[config.mk]
export PLATFORM = sky130hd
export DESIGN_NAME = port_edge_irq
export DESIGN_NICKNAME = d
export VERILOG_FILES = /design/src/rtl/pei_pkg.sv /design/src/rtl/pei_sync.sv /design/src/rtl/pei_edge.sv /design/src/rtl/pei_regs.sv /design/src/rtl/pei_pull.sv /design/src/rtl/port_edge_irq.sv
export SDC_FILE = /design/constraint.sdc
export NUM_CORES = 1
export LEC_CHECK = 0
export BUFFER_PORTS_ARGS = -buffer_cell sky130_fd_sc_hd__buf_2
export CORE_MARGIN = 8
export CORE_UTILIZATION = 50
export CTS_CLUSTER_DIAMETER = 40
export DETAILED_ROUTE_END_ITERATION = 8
export PLACE_DENSITY = 0.8
export SLEW_MARGIN = 20
export SYNTH_ARGS = -nofsm -noshare
export SYNTH_HDL_FRONTEND = slang
export SYNTH_SLANG_ARGS = --single-unit
[constraint.sdc]
create_clock -name clk -period 1.6 [get_ports clk]
set_clock_uncertainty 0.15 [all_clocks]
set_input_delay 0.32 -clock clk [delete_from_list [all_inputs] [get_ports clk]]
set_output_delay 0.32 -clock clk [all_outputs]
set_load 0.005 [all_outputs]
[src/rtl/pei_pkg.sv]
package pei_pkg;
  localparam int ADDR_W = 2;

  typedef enum logic [ADDR_W-1:0] {
    REG_SENSE = 2'd0,
    REG_MASK  = 2'd1,
    REG_EVENT = 2'd2,
    REG_SPARE = 2'd3
  } reg_sel_e;

  localparam int ARM_CYCLES = 3;
endpackage

[src/rtl/pei_sync.sv]
module pei_sync #(
  parameter int WIDTH  = 8,
  parameter int STAGES = 2
) (
  input  logic             clk,
  input  logic             rst,
  input  logic [WIDTH-1:0] async_i,
  output logic [WIDTH-1:0] sync_o
);
  logic [WIDTH-1:0] chain_q [STAGES];

  always_ff @(posedge clk) begin
    if (rst) begin
      for (int s = 0; s < STAGES; s++) chain_q[s] <= '0;
    end else begin
      chain_q[0] <= async_i;
      for (int s = 1; s < STAGES; s++) chain_q[s] <= chain_q[s-1];
    end
  end

  assign sync_o = chain_q[STAGES-1];
endmodule

[src/rtl/pei_edge.sv]
module pei_edge #(
  parameter int WIDTH = 8,
  parameter int ARM   = 3
) (
  input  logic             clk,
  input  logic             rst,
  input  logic [WIDTH-1:0] level_i,
  input  logic [WIDTH-1:0] sense_i,
  output logic [WIDTH-1:0] hit_o
);
  localparam int CNT_W = $clog2(ARM + 1);

  logic [WIDTH-1:0] hist_q;
  logic [CNT_W-1:0] arm_q;
  logic             armed;

  always_ff @(posedge clk) begin
    if (rst) begin
      hist_q <= '0;
      arm_q  <= '0;
    end else begin
      hist_q <= level_i;
      if (!armed) arm_q <= arm_q + 1'b1;
    end
  end

  assign armed = (arm_q == CNT_W'(ARM));

  for (genvar i = 0; i < WIDTH; i++) begin : g_pin
    logic rise, fall;
    assign rise     = level_i[i] & ~hist_q[i];
    assign fall     = ~level_i[i] & hist_q[i];
    assign hit_o[i] = armed & (sense_i[i] ? rise : fall);
  end
endmodule

[src/rtl/pei_regs.sv]
module pei_regs
  import pei_pkg::*;
#(
  parameter int WIDTH = 8
) (
  input  logic              clk,
  input  logic              rst,
  input  logic              sel_i,
  input  logic              wr_i,
  input  logic [ADDR_W-1:0] addr_i,
  input  logic [WIDTH-1:0]  wdata_i,
  output logic [WIDTH-1:0]  rdata_o,
  input  logic [WIDTH-1:0]  hit_i,
  output logic [WIDTH-1:0]  sense_o,
  output logic [WIDTH-1:0]  mask_o,
  output logic [WIDTH-1:0]  event_o
);
  reg_sel_e         sel_reg;
  logic             wr_en;
  logic [WIDTH-1:0] clr_bits;
  logic [WIDTH-1:0] rd_mux;

  assign sel_reg  = reg_sel_e'(addr_i);
  assign wr_en    = sel_i & wr_i;
  assign clr_bits = (wr_en && sel_reg == REG_EVENT) ? wdata_i : '0;

  always_ff @(posedge clk) begin
    if (rst) begin
      sense_o <= '0;
      mask_o  <= '0;
      event_o <= '0;
    end else begin
      if (wr_en && sel_reg == REG_SENSE) sense_o <= wdata_i;
      if (wr_en && sel_reg == REG_MASK)  mask_o  <= wdata_i;
      event_o <= (event_o & ~clr_bits) | hit_i;
    end
  end

  always_comb begin
    case (sel_reg)
      REG_SENSE: rd_mux = sense_o;
      REG_MASK:  rd_mux = mask_o;
      REG_EVENT: rd_mux = event_o;
      default:   rd_mux = '0;
    endcase
  end

  always_ff @(posedge clk) begin
    if (rst)                rdata_o <= '0;
    else if (sel_i && !wr_i) rdata_o <= rd_mux;
  end
endmodule

[src/rtl/pei_pull.sv]
module pei_pull #(
  parameter int WIDTH = 8
) (
  input  logic             clk,
  input  logic             rst,
  input  logic [WIDTH-1:0] sense_i,
  input  logic [WIDTH-1:0] pull_en_i,
  input  logic [WIDTH-1:0] dir_out_i,
  output logic [WIDTH-1:0] up_o,
  output logic [WIDTH-1:0] dn_o
);
  logic [WIDTH-1:0] active;
  assign active = pull_en_i & ~dir_out_i;

  always_ff @(posedge clk) begin
    if (rst) begin
      up_o <= '0;
      dn_o <= '0;
    end else begin
      up_o <= active & ~sense_i;
      dn_o <= active & sense_i;
    end
  end
endmodule

[src/rtl/port_edge_irq.sv]
module port_edge_irq
  import pei_pkg::*;
#(
  parameter int NPINS       = 8,
  parameter int SYNC_STAGES = 2
) (
  input  logic              clk,
  input  logic              rst,
  input  logic [NPINS-1:0]  pin_i,
  input  logic [NPINS-1:0]  pull_en_i,
  input  logic [NPINS-1:0]  dir_out_i,
  input  logic              bus_sel_i,
  input  logic              bus_wr_i,
  input  logic [ADDR_W-1:0] bus_addr_i,
  input  logic [NPINS-1:0]  bus_wdata_i,
  output logic [NPINS-1:0]  bus_rdata_o,
  output logic              irq_o,
  output logic [NPINS-1:0]  pull_up_o,
  output logic [NPINS-1:0]  pull_dn_o
);
  logic [NPINS-1:0] pin_sync;
  logic [NPINS-1:0] hit;
  logic [NPINS-1:0] sense_q;
  logic [NPINS-1:0] mask_q;
  logic [NPINS-1:0] event_q;

  pei_sync #(.WIDTH(NPINS), .STAGES(SYNC_STAGES)) u_sync (
    .clk(clk), .rst(rst), .async_i(pin_i), .sync_o(pin_sync)
  );

  pei_edge #(.WIDTH(NPINS), .ARM(ARM_CYCLES)) u_edge (
    .clk(clk), .rst(rst), .level_i(pin_sync), .sense_i(sense_q), .hit_o(hit)
  );

  pei_regs #(.WIDTH(NPINS)) u_regs (
    .clk(clk), .rst(rst),
    .sel_i(bus_sel_i), .wr_i(bus_wr_i), .addr_i(bus_addr_i),
    .wdata_i(bus_wdata_i), .rdata_o(bus_rdata_o),
    .hit_i(hit), .sense_o(sense_q), .mask_o(mask_q), .event_o(event_q)
  );

  pei_pull #(.WIDTH(NPINS)) u_pull (
    .clk(clk), .rst(rst), .sense_i(sense_q), .pull_en_i(pull_en_i),
    .dir_out_i(dir_out_i), .up_o(pull_up_o), .dn_o(pull_dn_o)
  );

  assign irq_o = |(event_q & mask_q);
endmodule

After elaboration in Yosys (flattened, before gate mapping) --
Memories as Yosys holds them, arrays and structs flattened. Index checks and enable logic that the tools add are counted.
Word-level totals: register bits after elaboration 58, RAM bits 16, input port bits 38, output and inout port bits 25, logic and storage cells 87, memories kept 1
Memory list:
- u_sync.chain_q | words 2, bits a word 8, rd ports 2, clocked after Yosys merged registers in 0, write ports 2, line pei_sync.sv:10 | logic [WIDTH-1:0] chain_q [STAGES];
Cells by class: add/subtract/negate cells 1, equality and inequality tests 3, mux-type cells 15, bitwise operators 52, reduce and logical (&&, ||, !) cells 7
Operators with widths (count):
- $and 8x8->8 | 5
- $and 1x1->1 | 25
- $mux 8 | 3
- $not 8->8 | 3
- $pmux 8 s3 | 1
- $not 1->1 | 16
- $mux 1 | 11
- $or 8x8->8 | 1
- $reduce_or 8->1 | 1
- $eq 2x2->1 const B | 2
- $logic_and 1x1->1 | 4
- $add 2x1->2 const B | 1
- $eq 2x1->1 const B | 1
- $logic_not 2->1 | 1
- $or 1x1->1 | 2
- $logic_not 1->1 | 1

Longest topological paths before layout --
depth after elaboration 6, gate-level depth with buffers 5, depth with buffers taken out 3

Modules after synthesis --
A second synthesis with hierarchy kept.
Unflattened totals: cells, all modules 273, area, all modules 2992.9 sq um
By module, submodules not included:
- pei_regs | times used 1, cells an instance 146, area each 1372.6 sq um, seq. area each 640.6 sq um
- pei_pull | times used 1, cells an instance 33, area each 569.3 sq um, seq. area each 320.3 sq um
- pei_sync | times used 1, cells an instance 41, area each 524.3 sq um, seq. area each 320.3 sq um
- pei_edge | times used 1, cells an instance 48, area each 490.5 sq um, seq. area each 200.2 sq um
- port_edge_irq | times used 1, cells an instance 5, area each 36.3 sq um, seq. area each 0.0 sq um

Worst setup path after synthesis --
No wires, ideal clock.
path type in2reg, from input bus_wr_i, to register u_regs.rdata_o[5], library setup time 134 ps, arrival 1084 ps, data required time 1316 ps, path slack 232 ps, stages 5, path buffers 2, path through nand2b_1 > buf_6 > buf_6 > a222oi_1 > a211oi_1
Between the ends: word-level cells in the longest chain between the ends 2
Ends and longest elaborated chain:
- start: declaration | line port_edge_irq.sv:13 | input logic bus_wr_i,
- $logic_not 1->1 | line pei_regs.sv:50 | else if (sel_i && !wr_i) rdata_o <= rd_mux;
- $logic_and 1x1->1 | line pei_regs.sv:50
- end signal: assignment | line pei_regs.sv:50
- end: declaration | line pei_regs.sv:12 | output logic [WIDTH-1:0] rdata_o,
No other way between the ends. A chain may end at the register's enable or synchronous reset.

Final worst setup path --
from register u_regs.event_o[4], to output irq_o
Between the ends: word-level cells in the longest chain between the ends 2
Ends and longest elaborated chain:
- start: declaration | line pei_regs.sv:16 | output logic [WIDTH-1:0] event_o
- start signal: assignment | line pei_regs.sv:35 | event_o <= (event_o & ~clr_bits) | hit_i;
- $and 8x8->8 | line port_edge_irq.sv:47 | assign irq_o = |(event_q & mask_q);
- $reduce_or 8->1 | line port_edge_irq.sv:47
- end: declaration | line port_edge_irq.sv:17 | output logic irq_o,
No other way between the ends.

==> reports/results.tsv <==
stage	metric	value	unit
floorplanning	Die W	89.9	um
floorplanning	total core area	5410	um^2
worst_setup_path	CP arrival	1.16	ns
sta	Max Clk Rate	0.614	GHz
routing	Iter 0 DRT Violations	226	
floorplanning	Die H	89.9	um
yosys	Syn Inst Count	261	
cts	CTS Root Cell	clkbuf_8	
floorplanning	initial core utilization	0.505	
routing	vias per cell	5.47	
pwr	switch share	0.220	
pwr	Int Power	2.86	mW
pwr	Clock power frac	0.405	
yosys	Syn Nets	300	
grt	aggregate global-route resource usage	0.160	
cts	H-tree depth	3	
floorplanning	die area	8080	um^2
grt	grt total ovfl	0	
sta	Fin. Hold Viols	0	
pwr	P_sw	808	uW
placed_design	Post-Place Cells	386	
status	failing checks	negative setup slack	
cts	clock sink total	74	
finish	final net count	374	
yosys	synthesized area	2730	um^2
finish	Ant. Diodes	0	
status	outcome	finished, violations left	
sta	fin crit period	1.63	ns
pwr	worst-case vdd ir drop	1060	uV
finish	commonest cells after routing, fill and taps aside	69 x dfxtp_1, 62 x buf_2, 40 x nand2_1, 24 x nor2b_1, 12 x clkbuf_8	
pwr	Total Power	3.67	mW
finish	Layout Cells excl Fill	411	
placed_design	Final GP Congestion	0.888	
grt	first-pass GRT wire length	10500	um
floorplanning	row cnt	27	
grt	pin count of the biggest net entering global routing	33	
floorplanning	num ports	63	
finish	Multi-input gate area	1180	um^2
finish	Fillers	464	
yosys	register area share after synthesis	0.542	
grt	initial antenna violation count	0	
placed_design	# port buffers	62	
cts	CTS buffer count	9	
finish	Sequential Area	1490	um^2
pwr	Seq pwr share	0.525	
routing	post-route antenna net violation count	0	
sta	setup violators final	1	
sta	relative slew slack	0.676	
sta	fin crit share	1.02	
sta	RSZ-0062 raised after global routing	true	
min_path	HP Class	primary input to flop	
routing	DR WL/cell	15.4	um
grt	number of global-route vias before repair	2233	
yosys	Yosys reg bits	74	
pwr	Comb power frac	0.071	
sta	Setup WS post-layout	-0.0293	ns
cts	Clock Pin Slew Worst Setup and Hold Paths	0.07	ns
cts	CTS tree	yes	
worst_setup_path	crit path launch type	flop	
routing	DR pass1 iterations	5	
finish	commonest non-fill, non-tap cell in the layout	dfxtp_1	
placed_design	Post-DP HPWL	4470	um
yosys	number of synthesis warnings	0	
finish	share of cells above drive strength 1	0.304	
cts	clock buffer depth	2	
routing	Residual DRC	0	
yosys	Distinct cells, synth	30	
sta	Slew Viols, Final	0	
run	Max-Cap Viols	0	
pwr	pwr/cell area	1070	nW/um^2
worst_setup_path	Setup CP Type	flop to output port	
sta	Slew @ Worst Pin	0.484	ns
worst_setup_path	CP max FO	3	
cts	clock latency on the worst-skew pair	0.35	ns
routing	vias	2248	
worst_setup_path	Critical Path Sink Type	output port	
pwr	static leakage	1.37	nW
yosys	Avg Cell Area, Syn	10.5	um^2
finish	Area Growth Syn to Fin	25.1	%
worst_setup_path	WP data required	1.13	ns
routing	Final Routed Wirelength	6320	um
## cells in the mapped netlist
library cell / number / share of area
buf_2: 3 / 0.0055
buf_6: 3 / 0.012
clkbuf_1: 5 / 0.0069
and4b_1: 2 / 0.0073
nand2_1: 40 / 0.055
and2b_1: 1 / 0.0027
nand4b_1: 1 / 0.0032
buf_4: 1 / 0.0027
mux2_2: 8 / 0.033
a22oi_1: 4 / 0.011
inv_1: 2 / 0.0027
nor4b_1: 8 / 0.026
clkbuf_2: 1 / 0.0018
nand2b_1: 9 / 0.021
a211oi_1: 8 / 0.022
xor2_1: 1 / 0.0032
a21oi_1: 8 / 0.015
a222oi_1: 8 / 0.029
and4bb_2: 1 / 0.0046
dfxtp_1: 74 / 0.54
buf_1: 2 / 0.0027
nor2_1: 10 / 0.014
a21o_1: 1 / 0.0027
nor2b_1: 25 / 0.057
nand4_1: 1 / 0.0023
ha_1: 1 / 0.0046
a32o_1: 8 / 0.029
o22ai_1: 8 / 0.018
nor4bb_1: 8 / 0.029
mux2i_1: 9 / 0.033
## per-stage QoR
step                      setup TNS, ns  worst slack (ns)  hold WS (ns)  utilization  cell area, um^2
final                           -0.0293           -0.0293        0.0153        0.632             3420
after detailed placement        -0.0770           -0.0403         0.278        0.572             3090
after global placement                0            0.0264         0.267        0.572             3090
after global routing            -0.0612           -0.0612        0.0253        0.632             3420
after CTS                      -0.00284          -0.00284        0.0159        0.631             3410
after floorplan                       0             0.232         0.246            -             2730
## worst paths after layout
kind / slack, ns / to / depth (start not counted) / from
worst max-delay path: -0.03 / irq_o / 3 / u_regs.event_o[4]
worst min-delay path: 0.02 / u_sync.chain_q[0][5] / 2 / pin_i[5]
worst max register to register: 0.23 / u_regs.rdata_o[6] / 3 / u_regs.sense_o[6]
worst min register to register: 0.29 / u_sync.chain_q[0][10] / 1 / u_sync.chain_q[0][2]
## layer usage
metal	vias to the layer above	GRT usage	part of all wire
met5	-	0	0
met4	0	0.118	0.025
met3	17	0.0540	0.087
met2	104	0.252	0.47
met1	1037	0.177	0.42
li1	1090	-	-
## worst max-delay path, stage by stage, from the launching register on
cell and delay [ns]:
dfxtp_2 0.35, a22oi_2 0.17, nand4_1 0.13, buf_2 0.16
## final cells by class
class | count | area share
Inverter | 2 | 0.00220
Timing Repair Buffer | 78 | 0.132
Clock buffer | 13 | 0.0494
Multi-Input combinational cell | 170 | 0.345
Clock inverter | 2 | 0.0103
Sequential cell | 74 | 0.435
Tap cell | 72 | 0.0264
## flip-flops by register name (all words and copies together) (netlist names)
register        cells
u_regs.rdata_o      8
u_edge.arm_q        2
u_sync.chain_q     16
u_pull.dn_o         8
u_edge.hist_q       8
u_regs.sense_o      8
u_pull.up_o         8
u_regs.mask_o       8
u_regs.event_o      8
## cells by family (layout without fill, tap and decap cells)
kind of cell,after synthesis,count (layout),share of synthesized area
multiplexers,17,17,0.0660
XOR/XNOR,1,1,0.00321
buffers and inverters,17,95,0.0348
flip-flops,74,74,0.542
adder cells (fa/ha/maj),1,1,0.00458
AO/OA/AOI/OAI,45,45,0.127
AND/OR/NAND/NOR,106,106,0.222
## power groups by stage
stage                     clock network, mW  logic (mW)  registers (mW)
after floorplan                           0       0.148            1.96
after global placement                    0       0.232            1.97
after detailed placement                  0       0.240            1.97
after CTS                              1.50       0.258            1.93
after global routing                   1.60       0.287            1.93
final                                  1.49       0.259            1.93
## what timing repair did
item,CTS,global route
setup buffers,2,0
gates cloned,0,0
hold endpoints to repair,15,0
gates resized for setup,8,2
pin swaps,3,1
setup endpoints to repair,1,8
hold buffers,8,0
(Power assumes the default switching activity.)
